$ cat config.mk
export PLATFORM = sky130hd
export DESIGN_NAME = i2c_dbuf_shreg
export DESIGN_NICKNAME = d
export VERILOG_FILES = /design/src/rtl/dsr_pkg.sv /design/src/rtl/dsr_hold.sv /design/src/rtl/dsr_load_ctrl.sv /design/src/rtl/dsr_shifter.sv /design/src/rtl/i2c_dbuf_shreg.sv
export SDC_FILE = /design/constraint.sdc
export NUM_CORES = 1
export LEC_CHECK = 0
export BUFFER_PORTS_ARGS = -buffer_cell sky130_fd_sc_hd__buf_2
export CORE_MARGIN = 2
export CORE_UTILIZATION = 46
export DETAILED_ROUTE_END_ITERATION = 10
export GPL_ROUTABILITY_DRIVEN = 1
export HOLD_SLACK_MARGIN = 0.06
export PLACE_DENSITY_LB_ADDON = 0.3
export SYNTH_ARGS = -nofsm -noshare
export SYNTH_HDL_FRONTEND = slang
export SYNTH_SLANG_ARGS = --single-unit
$ cat constraint.sdc
create_clock -name clk -period 1.3 [get_ports clk]
set_input_delay 0 -clock clk [delete_from_list [all_inputs] [get_ports clk]]
set_output_delay 0 -clock clk [all_outputs]
set_load 0.03 [all_outputs]
$ cat src/rtl/dsr_pkg.sv
package dsr_pkg;
    localparam int DSR_W = 8;

    typedef logic [DSR_W-1:0] dsr_word_t;

    typedef enum logic [1:0] {
        SRC_NONE  = 2'd0,
        SRC_WRITE = 2'd1,
        SRC_HOLD  = 2'd2
    } load_src_e;

    typedef struct packed {
        logic      en;
        load_src_e src;
        dsr_word_t val;
    } load_req_t;

    function automatic dsr_word_t shift_in(input dsr_word_t cur, input logic b);
        return {cur[DSR_W-2:0], b};
    endfunction
endpackage

$ cat src/rtl/dsr_hold.sv
module dsr_hold
    import dsr_pkg::*;
(
    input  logic      clk,
    input  logic      rst,
    input  logic      wr_en,
    input  dsr_word_t wr_data,
    output dsr_word_t hold_q
);
    always_ff @(posedge clk) begin
        if (rst)        hold_q <= '0;
        else if (wr_en) hold_q <= wr_data;
    end

    AST_HOLD_KEEPS: assert property (@(posedge clk) disable iff (rst)
        !wr_en |=> hold_q == $past(hold_q));
endmodule

$ cat src/rtl/dsr_load_ctrl.sv
module dsr_load_ctrl
    import dsr_pkg::*;
(
    input  logic      clk,
    input  logic      rst,
    input  logic      wr_en,
    input  dsr_word_t wr_data,
    input  dsr_word_t hold_q,
    input  logic      bus_busy,
    input  logic      slave_mode,
    input  logic      int_clr,
    input  logic      rstart_req,
    input  logic      addr_match,
    output load_req_t req
);
    logic matched_q;
    logic busy_ev;

    always_ff @(posedge clk) begin
        if (rst || !bus_busy)           matched_q <= 1'b0;
        else if (slave_mode && addr_match) matched_q <= 1'b1;
    end

    always_comb begin
        if (slave_mode)
            busy_ev = addr_match || (matched_q && (int_clr || rstart_req));
        else
            busy_ev = int_clr || rstart_req;

        req = '{en: 1'b0, src: SRC_NONE, val: '0};
        if (!bus_busy) begin
            if (wr_en) req = '{en: 1'b1, src: SRC_WRITE, val: wr_data};
        end else if (busy_ev) begin
            if (wr_en) req = '{en: 1'b1, src: SRC_WRITE, val: wr_data};
            else       req = '{en: 1'b1, src: SRC_HOLD,  val: hold_q};
        end
    end

    AST_IDLE_WRITE_LOADS: assert property (@(posedge clk) disable iff (rst)
        (!bus_busy && wr_en) |-> (req.en && req.val == wr_data));
    AST_SLAVE_GATED: assert property (@(posedge clk) disable iff (rst)
        (bus_busy && slave_mode && !matched_q && !addr_match) |-> !req.en);
    AST_FWD_WRITE: assert property (@(posedge clk) disable iff (rst)
        (req.en && wr_en) |-> req.val == wr_data);
endmodule

$ cat src/rtl/dsr_shifter.sv
module dsr_shifter
    import dsr_pkg::*;
#(
    parameter int W = DSR_W
) (
    input  logic      clk,
    input  logic      rst,
    input  logic      bus_busy,
    input  load_req_t req,
    input  logic      drive_en,
    input  logic      sample_en,
    input  logic      sda_in,
    output dsr_word_t sr_q,
    output logic      sda_q,
    output logic      done_q
);
    localparam int CW = $clog2(W + 1);
    localparam logic [CW-1:0] LAST = CW'(W - 1);

    logic [CW-1:0] cnt_q;

    always_ff @(posedge clk) begin
        if (rst) begin
            sr_q   <= '0;
            sda_q  <= 1'b1;
            done_q <= 1'b0;
            cnt_q  <= '0;
        end else begin
            if (drive_en) sda_q <= sr_q[W-1];
            done_q <= 1'b0;
            if (req.en) begin
                sr_q  <= req.val;
                cnt_q <= '0;
            end else if (sample_en) begin
                sr_q <= shift_in(sr_q, sda_in);
                if (!bus_busy) begin
                    cnt_q <= '0;
                end else if (cnt_q == LAST) begin
                    cnt_q  <= '0;
                    done_q <= 1'b1;
                end else begin
                    cnt_q <= cnt_q + 1'b1;
                end
            end else if (!bus_busy) begin
                cnt_q <= '0;
            end
        end
    end

    AST_LOAD_WINS: assert property (@(posedge clk) disable iff (rst)
        req.en |=> sr_q == $past(req.val));
    AST_SAMPLE_LSB: assert property (@(posedge clk) disable iff (rst)
        (sample_en && !req.en) |=> sr_q[0] == $past(sda_in));
    AST_SR_STABLE: assert property (@(posedge clk) disable iff (rst)
        (!sample_en && !req.en) |=> $stable(sr_q));
    AST_DONE_ONE_CYCLE: assert property (@(posedge clk) disable iff (rst)
        done_q |=> !done_q);
    AST_DONE_NEEDS_SAMPLE: assert property (@(posedge clk) disable iff (rst)
        $rose(done_q) |-> $past(sample_en && !req.en));
endmodule

$ cat src/rtl/i2c_dbuf_shreg.sv
module i2c_dbuf_shreg
    import dsr_pkg::*;
(
    input  logic       clk,
    input  logic       rst,
    input  logic       wr_en,
    input  logic [7:0] wr_data,
    input  logic       bus_busy,
    input  logic       slave_mode,
    input  logic       int_clr,
    input  logic       rstart_req,
    input  logic       addr_match,
    input  logic       drive_en,
    input  logic       sample_en,
    input  logic       sda_in,
    output logic       sda_out,
    output logic [7:0] rd_data,
    output logic       byte_done
);
    dsr_word_t hold_q;
    dsr_word_t sr_q;
    load_req_t req;

    dsr_hold u_hold (
        .clk(clk), .rst(rst), .wr_en(wr_en), .wr_data(wr_data), .hold_q(hold_q)
    );

    dsr_load_ctrl u_ctrl (
        .clk(clk), .rst(rst), .wr_en(wr_en), .wr_data(wr_data), .hold_q(hold_q),
        .bus_busy(bus_busy), .slave_mode(slave_mode), .int_clr(int_clr),
        .rstart_req(rstart_req), .addr_match(addr_match), .req(req)
    );

    dsr_shifter #(.W(DSR_W)) u_shift (
        .clk(clk), .rst(rst), .bus_busy(bus_busy), .req(req),
        .drive_en(drive_en), .sample_en(sample_en), .sda_in(sda_in),
        .sr_q(sr_q), .sda_q(sda_out), .done_q(byte_done)
    );

    assign rd_data = sr_q;

    AST_MSB_FIRST: assert property (@(posedge clk) disable iff (rst)
        drive_en |=> sda_out == $past(rd_data[7]));
    AST_BUSY_WRITE_QUIET: assert property (@(posedge clk) disable iff (rst)
        (bus_busy && !int_clr && !rstart_req && !addr_match && !sample_en)
        |=> $stable(rd_data));
endmodule

; ---- After elaboration in Yosys (flattened, before gate mapping)
; Index checks and enable logic that the tools add are counted.
[op_classes]
add_sub_neg = 1
eq_ne = 2
muxes = 12
bitwise = 2
n_reduce_logical = 9
[ops]
columns = operator, n
row1 = $mux W11, 3
row2 = $mux W4, 4
row3 = $mux W8, 2
row4 = $mux W10, 1
row5 = $add A4 B1 Y4 const B, 1
row6 = $eq A4 B3 Y1 const B, 1
row7 = $reduce_or A4 Y1, 1
row8 = $logic_or A1 B1 Y1, 3
row9 = $logic_and A1 B1 Y1, 2
row10 = $mux W1, 2
row11 = $ne A2 B1 Y1 const B, 1
row12 = $not A1 Y1, 2
row13 = $reduce_bool A2 Y1, 1
row14 = $reduce_or A2 Y1, 1
row15 = $logic_not A1 Y1, 1
[totals]
register_bits = 23
input_bits = 19
out_inout_bits = 10
elab_cells = 32

; ---- Depth between registers and ports, before layout
[logic_depth]
depth_word = 7
depth_mapped = 5
mapped_depth_nobuf = 5

; ---- Cells and area by module
; From an unflattened synthesis, not the netlist that was laid out.
[unflattened]
cells_unflattened = 115
area_unflattened_um2 = 1149.9
[by_module_without_submodules]
columns = module, n_inst, cells_each, area_per_inst_um2, seq_area_each_um2
row1 = dsr_shifter, 1, 60, 640.6, 280.3
row2 = dsr_hold, 1, 26, 285.3, 160.2
row3 = dsr_load_ctrl, 1, 29, 224.0, 20.0

; ---- Least setup slack after synthesis
; OpenSTA, ideal clock, no wires.
[synth_timing]
kind = flip-flop to flip-flop
start = reg u_ctrl.matched_q
end = reg u_shift.sr_q[1]
setup_time_ns = 0.138
arrival_time_ns = 1.111
required_ns = 1.162
path_slack_ns = 0.051
path_stages_with_launch = 6
n_path_buf = 1
period_less_slack_ns = 1.249
path_cell_list = dfxtp_1 -> nand2b_2 -> a221o_1 -> buf_6 -> nand2_1 -> a21oi_1
[synth_via]
elab_chain_cells = 6
elab_cells_between_ends = 7
classes_between = 4 x mux / 3 x reduce/logical
[synth_rtl]
columns = item, line
row1 = "start, declared", dsr_load_ctrl.sv:16  ; logic matched_q;
row2 = "start signal, assigned", dsr_load_ctrl.sv:20  ; if (rst || !bus_busy) matched_q <= 1'b0;
row3 = "start signal, assigned", dsr_load_ctrl.sv:21  ; else if (slave_mode && addr_match) matched_q <= 1'b1;
row4 = $logic_and A1 B1 Y1 (*), dsr_load_ctrl.sv:26  ; busy_ev = addr_match || (matched_q && (int_clr || rstart_req));
row5 = $logic_or A1 B1 Y1 (*), dsr_load_ctrl.sv:26
row6 = $mux W1 (*), dsr_load_ctrl.sv:25  ; if (slave_mode)
row7 = $mux W11 (*), dsr_load_ctrl.sv:33  ; end else if (busy_ev) begin
row8 = $mux W11 (*), dsr_load_ctrl.sv:31  ; if (!bus_busy) begin
row9 = $mux W8 / $reduce_bool A2 Y1 (equally long branches), -
row10 = "end signal, assigned", dsr_shifter.sv:32  ; sr_q <= req.val;
row11 = "end signal, assigned", dsr_shifter.sv:35  ; sr_q <= shift_in(sr_q, sda_in);
row12 = "end, declared", dsr_shifter.sv:13  ; output dsr_word_t sr_q,
; Every way passes the cells marked *; elsewhere a longest branch is shown, timed or not.
; A chain may end at the register's enable or synchronous reset.

; ---- Worst setup path after layout
[layout_timing]
start = reg u_ctrl.matched_q
end = reg u_shift.sr_q[0]
; Same word-level chain as after synthesis.

==> run_results.csv <==
group,metric,value,unit
floorplanning,die_area,0.00281,mm2
timing,min_period_over_period,1.03,
timing,rsz0062_at_grt,"yes",
setup_path,cp-start-kind,"flop",
layout,seq_area,462,um2
flow_run,cap_violations,0,
setup_path,r2r_end,"u_shift.sr_q[0]$_SDFFE_PP0P_",
yosys,ys_seq_area_frac,0.416,
min_path,hold_depth,3,
floorplanning,die_x,53.0,um
timing,hold_violations,0,
detailed_routing,remaining_drc_errors,0,
detailed_routing,dr_total_vias,945,
floorplanning,pin_count,29,
yosys,yosysTopAreaCellShare,0.416,
global_routing,grt_pass1_wl,3540,um
timing,setup_ws,-0.0435,ns
layout,nNetsFinal,176,
clock_network,cts_root_buf,"clkbuf_4",
layout,num_antenna_cells,0,
detailed_routing,routed_wirelength,2290,um
floorplanning,die_y,53.0,um
yosys,synth_async_sr_flop_share,0,
timing,hold_slack,0.0904,ns
layout,synthToLayoutAreaGrowth,33.6,%
clock_network,clockBufferDepth,2,
min_path,min_to,"u_hold.hold_q[1]$_SDFFE_PP0P_",
placed_design,dp.cells,168,
global_routing,grt_overflow,0,
setup_path,rr_startpoint,"u_ctrl.matched_q$_SDFFE_PP0P_",
yosys,synth_area_leaders,"dfxtp_1 42%, mux2_2 9.2%, mux2i_1 9.0%",
timing,tightest_slew,0.547,ns
global_routing,grt_max_degree,24,
yosys,synth.largest_area_cell,"dfxtp_1",
clock_network,tritoncts,"built",
global_routing,grt_pass1_vias,861,
power_and_ir_drop,p_per_area,947,mW/mm2
yosys,synth_area,0.00111,mm2
floorplanning,start_util,0.495,
yosys,synth.most_common_cell,"dfxtp_1",
global_routing,antenna_found_initial,0,
detailed_routing,drt_pass1_iterations,4,
power_and_ir_drop,irDropWorstVdd,755,uV
min_path,hp-start,"wr_en",
timing,worst_clock_skew,0.00548,ns
yosys,synth_cell_type_count,27,
clock_network,clk_pin_slew,0.11,ns
clock_network,cts_num_sinks,23,
yosys,syn_avg_cell_area,9.62,um2
yosys,synth_warnings,0,
layout,fill_cells,181,
global_routing,grt_usage,0.177,
min_path,hold_path.class,"primary input to flop",
setup_path,crit_type,"flop to flop",
setup_path,required,1.51,ns
layout,layout.cells.non_filler,183,
setup_path,end_kind,"flop",
yosys,syn_inst,115,
yosys,synth_edf_count,0,
setup_path,crit_fanout,4,
run_status,failed_checks,"setup timing",
yosys,synth_nets,135,
timing,post-route-min-period,1.34,ns
power_and_ir_drop,power,1.40,mW
placed_design,port-buffer-count,28,
timing,setup_viol,1,
setup_path,r2r_cells,4,
yosys,ys.flop_type,"dfxtp_1",
run_status,status,"complete, but fails checks",
detailed_routing,wl_per_cell,12.5,um
clock_network,htree_levels,1,
clock_network,worstSkewPairLatency,0.31,ns
floorplanning,placementRows,17,
yosys,yosys-top-cells-count,"23 x dfxtp_1, 10 x mux2i_1, 9 x a21oi_1, 9 x mux2_2, 9 x nor2_1",
detailed_routing,vias_per_cell,5.16,
timing,relSlewSlack,0.636,
setup_path,cp.arrival,1.56,ns
yosys,ys_seq_elements,23,
power_and_ir_drop,leakagePower,0.634,nW
placed_design,place_hpwl,1620,um
setup_path,rrSetupSlack,-0.04,ns
timing,finalMaxSlewViolations,0,
layout,fin_util,0.662,
detailed_routing,drtAntennaViolNets,0,
layout,drive_above_1_share,0.439,
placed_design,gp_congestion,0.651,
detailed_routing,initialDrtViolationCount,4,
timing,max_freq,0.744,GHz
floorplanning,core-area,0.00223,mm2
layout,multi_input_area,663,um2
clock_network,numCtsBuffers,3,
-- cells by family (layout without fill, tap and decap cells) --
kind of cell,after synthesis,count (layout),synth area share
flops,23,23,0.416
simple gates,34,34,0.172
xor+xnor,1,1,0.00792
buf+inv,9,49,0.0407
compound gates,28,28,0.170
mux,19,19,0.182
fa+ha+maj,1,1,0.0113
-- where the power goes --
group | total [mW] | switching (mW) | internal [mW]
Combinational | 0.319 | 0.170 | 0.149
Sequential | 0.762 | 0.0203 | 0.742
Clock | 0.319 | 0.199 | 0.120
Total | 1.40 | 0.389 | 1.01
-- routing by layer --
metal	track usage	vias up	routed length, um
met1	0.180	430	965
met3	0.0537	5	85
met5	0	-	0
li1	-	494	-
met2	0.327	16	1200
met4	0.0769	0	40
-- cell usage in the layout (no fill, tap or decap), drive strengths merged --
cell / count
or2: 1
nor2: 9
a221oi: 1
o21ai: 8
a221o: 1
clkbuf: 4
nor4: 3
a21oi: 9
a22o: 7
xor2: 1
nand2b: 3
nor3: 7
ha: 1
buf: 32
mux2i: 10
dfxtp: 23
nand2: 8
mux2: 9
nand4: 1
inv: 2
nor2b: 2
a211o: 1
a22oi: 1
dlygate4sd3: 11
-- sequential cells by signal, summed over array words and instances (netlist names) --
name,flops
u_ctrl.matched_q,1
u_hold.hold_q,8
u_shift.cnt_q,4
u_shift.done_q,1
u_shift.sda_q,1
u_shift.sr_q,8
-- per-stage QoR --
stage / TNS [ns] / setup slack [ns] / area, um2
6_report: -0.0435 / -0.0435 / 1480
5_1_grt: -0.304 / -0.0892 / 1480
4_1_cts: -0.0144 / -0.0144 / 1420
3_5_place_dp: -0.411 / -0.0566 / 1270
3_3_place_gp: 0 / 0.00452 / 1270
2_1_floorplan: 0 / 0.0515 / 1110
-- layout make-up --
class / count / share of cell area
multi-input cells: 83 / 0.449
flip-flops and latches: 23 / 0.312
repair buffers: 43 / 0.192
well taps: 28 / 0.0237
clock buffers: 4 / 0.0178
inverters: 2 / 0.00508
-- critical path, cell delays in order (launching register included) --
cell and delay [ns]:
dfxtp_2 0.34, nand2b_4 0.14, a221o_1 0.39, mux2i_1 0.17, nor4_2 0.19
-- worst max path at each step --
stage | start | end | slack, ns
finish | u_ctrl.matched_q$_SDFFE_PP0P_ | u_shift.sr_q[0]$_SDFFE_PP0P_ | -0.04
global route | u_ctrl.matched_q$_SDFFE_PP0P_ | u_shift.sr_q[0]$_SDFFE_PP0P_ | -0.09
CTS | u_ctrl.matched_q$_SDFFE_PP0P_ | u_shift.sr_q[0]$_SDFFE_PP0P_ | -0.01
detailed placement | u_ctrl.matched_q$_SDFFE_PP0P_ | u_shift.sr_q[5]$_SDFFE_PP0P_ | -0.06
global placement | u_ctrl.matched_q$_SDFFE_PP0P_ | u_shift.sr_q[3]$_SDFFE_PP0P_ | 0.005
floorplan | u_ctrl.matched_q$_SDFFE_PP0P_ | u_shift.sr_q[1]$_SDFFE_PP0P_ | 0.05
-- timing repair --
| action | CTS | global route |
|---|---|---|
| endpoints found under the setup margin | 13 | 11 |
| hold endpoints to repair | 10 | 0 |
| gates resized for setup | 3 | 17 |
| setup buffers | 0 | 0 |
| pin swaps | 1 | 2 |
| hold buffers | 11 | 0 |
Note: power is estimated with default switching activity, not from simulation.
